File: config.mk
export PLATFORM = sky130hd
export DESIGN_NAME = cplx_stream_mult
export DESIGN_NICKNAME = d
export VERILOG_FILES = /design/src/rtl/cmul_pkg.sv /design/src/rtl/cmul_ctrl.sv /design/src/rtl/cmul_operand_stage.sv /design/src/rtl/cmul_product_stage.sv /design/src/rtl/cmul_combine_stage.sv /design/src/rtl/cplx_stream_mult.sv
export SDC_FILE = /design/constraint.sdc
export NUM_CORES = 2
export LEC_CHECK = 0
export CAP_MARGIN = 0
export CORE_MARGIN = 10
export CORE_UTILIZATION = 40
export DETAILED_ROUTE_END_ITERATION = 16
export DONT_BUFFER_PORTS = 1
export PLACE_DENSITY = 0.68
export REMOVE_ABC_BUFFERS = 1
export SLEW_MARGIN = 10
export SYNTH_ARGS = -nofsm -noshare
export SYNTH_HDL_FRONTEND = slang
export SYNTH_HIERARCHICAL = 1
export SYNTH_SLANG_ARGS = --single-unit
File: constraint.sdc
create_clock -name clk -period 6.5 [get_ports clk]
set_clock_uncertainty 0.05 [all_clocks]
set_input_delay 1.95 -clock clk [delete_from_list [all_inputs] [get_ports clk]]
set_output_delay 1.95 -clock clk [all_outputs]
set_load 0.05 [all_outputs]
File: src/rtl/cmul_pkg.sv
package cmul_pkg;

    // Handshake controller states
    typedef enum logic [1:0] {
        ST_RESET = 2'd0,
        ST_WARM  = 2'd1,
        ST_RUN   = 2'd2
    } cmul_state_e;

endpackage

File: src/rtl/cmul_ctrl.sv
module cmul_ctrl
    import cmul_pkg::*;
(
    input  logic clk,
    input  logic rst_n,
    input  logic a_valid,
    input  logic b_valid,
    input  logic y_ready,
    output logic a_ready,
    output logic b_ready,
    output logic fire,
    output logic adv
);

    cmul_state_e state_q;
    cmul_state_e state_d;

    // State register
    always_ff @(posedge clk or negedge rst_n) begin
        if (!rst_n) begin
            state_q <= ST_RESET;
        end else begin
            state_q <= state_d;
        end
    end

    // Next-state logic
    always_comb begin
        state_d = state_q;
        unique case (state_q)
            ST_RESET: state_d = ST_WARM;
            ST_WARM:  state_d = ST_RUN;
            ST_RUN:   state_d = ST_RUN;
            default:  state_d = ST_RESET;
        endcase
    end

    // Outputs: each ready looks only at the other stream's valid
    always_comb begin
        a_ready = 1'b0;
        b_ready = 1'b0;
        fire    = 1'b0;
        adv     = 1'b0;
        unique case (state_q)
            ST_RESET, ST_WARM: begin
                a_ready = 1'b0;
                b_ready = 1'b0;
            end
            ST_RUN: begin
                adv     = y_ready;
                a_ready = y_ready & b_valid;
                b_ready = y_ready & a_valid;
                fire    = y_ready & a_valid & b_valid;
            end
            default: begin
                adv = 1'b0;
            end
        endcase
    end

endmodule

File: src/rtl/cmul_operand_stage.sv
module cmul_operand_stage #(
    parameter int LANE_W = 24,
    parameter int SIG_W  = 21,
    parameter int SIN_W  = 16
) (
    input  logic                 clk,
    input  logic                 rst_n,
    input  logic                 adv,
    input  logic                 fire,
    input  logic [2*LANE_W-1:0]  a_data,
    input  logic                 a_last,
    input  logic [2*SIN_W-1:0]   b_data,
    output logic [2*SIG_W-1:0]   d_q,
    output logic [2*SIN_W-1:0]   w_q,
    output logic                 last_q,
    output logic                 valid_q
);

    localparam int PAD_W = LANE_W - SIG_W;

    // One register per data lane; lane 0 = I, lane 1 = Q
    for (genvar l = 0; l < 2; l++) begin : g_lane
        logic [SIG_W-1:0] lane_q;
        always_ff @(posedge clk) begin
            if (adv && fire) begin
                lane_q <= a_data[l*LANE_W +: SIG_W];
            end
        end
        assign d_q[l*SIG_W +: SIG_W] = lane_q;

        if (PAD_W > 0) begin : g_pad
            logic unused_pad;
            assign unused_pad = ^a_data[l*LANE_W+SIG_W +: PAD_W];
        end
    end

    always_ff @(posedge clk) begin
        if (adv && fire) begin
            w_q    <= b_data;
            last_q <= a_last;
        end
    end

    always_ff @(posedge clk or negedge rst_n) begin
        if (!rst_n) begin
            valid_q <= 1'b0;
        end else if (adv) begin
            valid_q <= fire;
        end
    end

endmodule

File: src/rtl/cmul_product_stage.sv
module cmul_product_stage #(
    parameter int SIG_W = 21,
    parameter int SIN_W = 16,
    localparam int MUL_W = SIG_W + SIN_W
) (
    input  logic                 clk,
    input  logic                 rst_n,
    input  logic                 adv,
    input  logic [2*SIG_W-1:0]   d_q,
    input  logic [2*SIN_W-1:0]   w_q,
    input  logic                 last_i,
    input  logic                 valid_i,
    output logic [4*MUL_W-1:0]   pp,
    output logic                 last_q,
    output logic                 valid_q
);

    // Partial products: 0 = I*cos, 1 = Q*sin, 2 = I*sin, 3 = Q*cos
    for (genvar g = 0; g < 4; g++) begin : g_mul
        localparam int DSEL = g % 2;
        localparam int WSEL = (g == 1 || g == 2) ? 1 : 0;
        logic signed [SIG_W-1:0] dop;
        logic signed [SIN_W-1:0] wop;
        logic signed [MUL_W-1:0] p_q;
        assign dop = d_q[DSEL*SIG_W +: SIG_W];
        assign wop = w_q[WSEL*SIN_W +: SIN_W];
        always_ff @(posedge clk) begin
            if (adv) begin
                p_q <= dop * wop;
            end
        end
        assign pp[g*MUL_W +: MUL_W] = p_q;
    end

    always_ff @(posedge clk) begin
        if (adv) begin
            last_q <= last_i;
        end
    end

    always_ff @(posedge clk or negedge rst_n) begin
        if (!rst_n) begin
            valid_q <= 1'b0;
        end else if (adv) begin
            valid_q <= valid_i;
        end
    end

endmodule

File: src/rtl/cmul_combine_stage.sv
module cmul_combine_stage #(
    parameter int MUL_W  = 37,
    parameter int DROP_W = 6,
    localparam int FULL_W = MUL_W + 1,
    localparam int OUT_W  = FULL_W - DROP_W
) (
    input  logic                 clk,
    input  logic                 rst_n,
    input  logic                 adv,
    input  logic [4*MUL_W-1:0]   pp,
    input  logic                 last_i,
    input  logic                 valid_i,
    output logic [2*OUT_W-1:0]   y_data,
    output logic                 y_last,
    output logic                 y_valid
);

    logic signed [MUL_W-1:0]  p_ic, p_qs, p_is, p_qc;
    logic signed [FULL_W-1:0] re_full, im_full;

    assign p_ic = pp[0*MUL_W +: MUL_W];
    assign p_qs = pp[1*MUL_W +: MUL_W];
    assign p_is = pp[2*MUL_W +: MUL_W];
    assign p_qc = pp[3*MUL_W +: MUL_W];

    always_comb begin
        re_full = p_ic;
        re_full = re_full - p_qs;
        im_full = p_is;
        im_full = im_full + p_qc;
    end

    // Dropping low bits of a two's complement value floors it
    always_ff @(posedge clk) begin
        if (adv) begin
            y_data <= {im_full[FULL_W-1:DROP_W], re_full[FULL_W-1:DROP_W]};
            y_last <= last_i;
        end
    end

    generate
        if (DROP_W > 0) begin : g_drop
            logic unused_low;
            assign unused_low = ^{re_full[DROP_W-1:0], im_full[DROP_W-1:0]};
        end
    endgenerate

    always_ff @(posedge clk or negedge rst_n) begin
        if (!rst_n) begin
            y_valid <= 1'b0;
        end else if (adv) begin
            y_valid <= valid_i;
        end
    end

endmodule

File: src/rtl/cplx_stream_mult.sv
module cplx_stream_mult #(
    parameter int LANE_W = 24,
    parameter int SIG_W  = 21,
    parameter int SIN_W  = 16,
    parameter int DROP_W = 6,
    localparam int MUL_W = SIG_W + SIN_W,
    localparam int OUT_W = MUL_W + 1 - DROP_W
) (
    input  logic                clk,
    input  logic                rst_n,
    input  logic [2*LANE_W-1:0] a_data,
    input  logic                a_last,
    input  logic                a_valid,
    output logic                a_ready,
    input  logic [2*SIN_W-1:0]  b_data,
    input  logic                b_last,
    input  logic                b_valid,
    output logic                b_ready,
    output logic [2*OUT_W-1:0]  y_data,
    output logic                y_last,
    output logic                y_valid,
    input  logic                y_ready
);

    logic                fire, adv;
    logic [2*SIG_W-1:0]  d_q;
    logic [2*SIN_W-1:0]  w_q;
    logic                s1_last, s1_valid;
    logic [4*MUL_W-1:0]  pp;
    logic                s2_last, s2_valid;
    logic                unused_b_last;

    assign unused_b_last = b_last;

    cmul_ctrl u_ctrl (
        .clk     (clk),
        .rst_n   (rst_n),
        .a_valid (a_valid),
        .b_valid (b_valid),
        .y_ready (y_ready),
        .a_ready (a_ready),
        .b_ready (b_ready),
        .fire    (fire),
        .adv     (adv)
    );

    cmul_operand_stage #(
        .LANE_W (LANE_W),
        .SIG_W  (SIG_W),
        .SIN_W  (SIN_W)
    ) u_opnd (
        .clk     (clk),
        .rst_n   (rst_n),
        .adv     (adv),
        .fire    (fire),
        .a_data  (a_data),
        .a_last  (a_last),
        .b_data  (b_data),
        .d_q     (d_q),
        .w_q     (w_q),
        .last_q  (s1_last),
        .valid_q (s1_valid)
    );

    cmul_product_stage #(
        .SIG_W (SIG_W),
        .SIN_W (SIN_W)
    ) u_prod (
        .clk     (clk),
        .rst_n   (rst_n),
        .adv     (adv),
        .d_q     (d_q),
        .w_q     (w_q),
        .last_i  (s1_last),
        .valid_i (s1_valid),
        .pp      (pp),
        .last_q  (s2_last),
        .valid_q (s2_valid)
    );

    cmul_combine_stage #(
        .MUL_W  (MUL_W),
        .DROP_W (DROP_W)
    ) u_comb (
        .clk     (clk),
        .rst_n   (rst_n),
        .adv     (adv),
        .pp      (pp),
        .last_i  (s2_last),
        .valid_i (s2_valid),
        .y_data  (y_data),
        .y_last  (y_last),
        .y_valid (y_valid)
    );

endmodule

==> out/results.txt <==
CP max-delay cell = fa_1
outcome = finished with violations
placed insts = 8691
routed vias/inst = 5.040
yosys warns = 6
min cycle time layout = 6.554 ns
startpoint types = flip-flop
die area = 169700 um2
CP peak stage delay = 0.53 ns
Peak Freq = 0.1526 GHz
WP data arrival = 6.90 ns
Final period util = 100.8%
largest family of logic cells by synthesized area = adder cells
port bufs = 0
DP HPWL = 133700 um
CTS Hold Bufs = 0
min-delay src = u_prod/last_q
DR iter-0 viols = 3312
worst r2r dst = u_prod/g_mul[1].p_q[35]
initial antenna violation count = 16
Fin. Hold Viols = 0
Initial Util = 40.36%
MaxCap Viol Count = 0
Congestion Overflow GR = 0
Die W = 412.0 um
Site Rows = 143
library cells used by synthesis = 82
maximum vdd drop = 0.0004662 V
Clk pwr share = 7.1%
register share of total power = 15.3%
smallest hold slack = 0.3868 ns
clock sink total = 294
die height = 412.0 um
core area = 152300 um2
Int Pwr = 16.22 mW
Finished Layout Cells = 8859
Max Buffers Root-to-Sink = 3
Slew headroom = 8.418%
Multi-input gate area = 47080 um2
post-synthesis adder-cell area fraction = 52.26%
top cells by count, synth = inv_1, fa_1, nand2_1, and2_1, ha_1
final setup fails = 5
final worst setup slack = -0.05447 ns
first-pass GRT wire length = 264800 um
total CTS buffers = 39
Fin Setup TNS = -0.1706 ns
Placer Congestion = 0.9254
logic gate share of total power = 77.7%
Tightest Hold Check Type = reg2reg
CTS tree = built
RSZ-0062 raised after global routing = yes
Net Switching = 15.65 mW
DP Worst Slack = -0.5521 ns
vias in the first global route = 47630
Vias = 44650
Cell Area, Synth = 61460 um2
Final ANT Viol Nets = 0
Sequential Area = 8803 um2
ys flop type = edfxtp_1
GRT Total Usage = 19.90%
P&R area growth vs syn = 17.60%
Synth Area in Compound Gates = 5.780%
share of async-settable or async-resettable flops after synthesis = 1.701%
FF-to-FF Start = u_opnd/w_q[27]
crit-path most repeated cell = fa_1
reg2reg path depth = 24
Pleak = 35.57 nW
Avg Cell Area, Syn = 9.660 um2
mux cell area share after synthesis = 0.09365%
most common cell in the netlist = inv_1
Hold EP = u_comb/y_last
failing checks = negative setup slack
Yosys reg bits = 294
Slew Viols, Final = 0
routed wire length = 170400 um
layout cell share with drive strength beyond 1 = 14.78%
ordered cell list for the critical path = buf_12 -> and2_1 -> fa_1 -> inv_1 -> fa_1 -> inv_1 -> fa_1 -> fa_1 -> fa_1 -> inv_1 -> fa_1 -> inv_1 -> ha_4 -> and4_1 -> and2_1 -> nand4_1 -> buf_6 -> a2111oi_4 -> buf_4 -> o41ai_4 -> a21oi_2 -> o21a_1 -> nor2_2 -> xnor2_1
Clock Latency Late Sink = 0.64 ns
share of the synthesized area in the top cell type = 43.26%
number of synthesized flops with an enable pin = 289
Gate Count Post-Synth = 6362
Sw Share = 49.10%
Avg WL per Cell = 19.24 um
Clock Pin Slew Worst Setup and Hold Paths = 0.07 ns
DRC viols = 0
biggest area consumer among synthesized cells = fa_1
CP Capture Type = flip-flop
Critical Path RT = 6.84 ns
Root Buffer = clkbuf_16
fill count = 13870
Area contributors post-synth = fa_1, edfxtp_1, inv_1
drt first pass iters = 6
CP bufs+invs = 7
reg2reg setup slack = -0.05 ns
Power, Total = 31.88 mW
XOR/XNOR share of the synthesized area = 3.121%
H-tree Lvls = 2
largest net degree at the start of global routing = 140
layout net count = 8653
post-synthesis sequential area ratio = 14.32%
critical path class = reg2reg
Worst-Margin Slew = 1.361 ns
IO Count = 155
PD cells = 441.1 nW/um2
Synth Area in Simple Gates = 13.19%
cell family with most CP delay = adder cells
Hold Path Cell Cnt = 0
Max FO, Critical Path = 7
power by group through the flow:
| stage | Sequential (mW) | Clock [mW] | Combinational [mW] |
|---|---|---|---|
| finish | 4.87 | 2.25 | 24.8 |
| detailed placement | 4.93 | 0 | 21.9 |
| CTS | 4.90 | 2.32 | 22.8 |
| global placement | 4.93 | 0 | 21.5 |
| global route | 4.94 | 2.38 | 27.0 |
| floorplan | 4.74 | 0 | 13.5 |
cell families (layout without fill, tap and decap cells):
| kind of cell | Yosys count | in the layout |
|---|---|---|
| flops | 294 | 294 |
| xor+xnor | 219 | 219 |
| mux | 5 | 5 |
| fa+ha+maj | 1770 | 1770 |
| other cells | 0 | 3 |
| buf+inv | 1837 | 2301 |
| compound gates | 538 | 538 |
| simple gates | 1699 | 1699 |
how the worst max path moves through the flow:
stage	startpoint	to	slack (ns)	depth (start not counted)
3_3_place_gp	u_opnd/w_q[17]	u_prod/g_mul[1].p_q[35]	-0.57	25
5_1_grt	u_opnd/w_q[20]	u_prod/g_mul[2].p_q[36]	-0.28	24
3_5_place_dp	u_opnd/w_q[17]	u_prod/g_mul[1].p_q[35]	-0.55	25
6_report	u_opnd/w_q[27]	u_prod/g_mul[1].p_q[35]	-0.05	24
4_1_cts	u_opnd/w_q[20]	u_prod/g_mul[1].p_q[35]	-0.05	24
2_1_floorplan	u_opnd/w_q[17]	u_prod/g_mul[2].p_q[35]	-0.17	22
flip-flops by register name, summed over array words and instances, names as in the netlist:
register              cells
u_comb/y_data            64
u_comb/y_last             1
u_comb/y_valid            1
u_ctrl/state_q            2
u_opnd/g_lane.lane_q     42
u_opnd/last_q             1
u_opnd/valid_q            1
u_opnd/w_q               32
u_prod/g_mul.p_q        148
u_prod/last_q             1
u_prod/valid_q            1
placed cells by master, fill, tap and decap left out, types with 42 or more instances in the layout:
cell type,Yosys,routed
fa_1,1328,1301
xor2_1,55,55
buf_4,0,508
edfxtp_1,289,289
ha_1,442,402
buf_6,1,42
a21oi_1,160,130
clkbuf_16,0,49
inv_1,1562,1532
a21o_1,96,96
xnor2_1,164,159
nor2_1,141,132
nand2_1,850,831
o21ai_0,63,52
buf_12,0,96
and2_1,514,501
metal layers:
metal	GRT usage (%)	up-vias	part of all wire [%]	wire (um)
met4	6.050	8	4.1	6912
met2	31.55	1576	45	77310
met5	0	-	0.033	56
met1	27.59	22930	42	71420
met3	3.811	247	8.6	14700
li1	-	19890	-	-
repair_timing:
item | 4_1_cts | 5_1_grt
pin swaps | 39 | 154
gates resized for setup | 95 | 250
endpoints found under the setup margin | 25 | 51
buffers inserted | 26 | 57
gates cloned | 5 | 11
through the flow:
step	area, um2	util [%]
floorplan	60420	-
global placement	68290	44.85
detailed placement	68290	44.85
CTS	70420	46.25
global route	72270	47.46
finish	72270	47.47
final cells by class:
cell class	count	area share, %
tap	2030	3.514
clock buffer	40	1.356
sequential	294	12.18
multi-input combinational	4231	65.14
antenna	3	0.01039
clock inverter	31	0.4449
inverter	1564	8.126
timing repair buffer	666	9.228
Note: power is estimated with default switching activity, not from simulation.
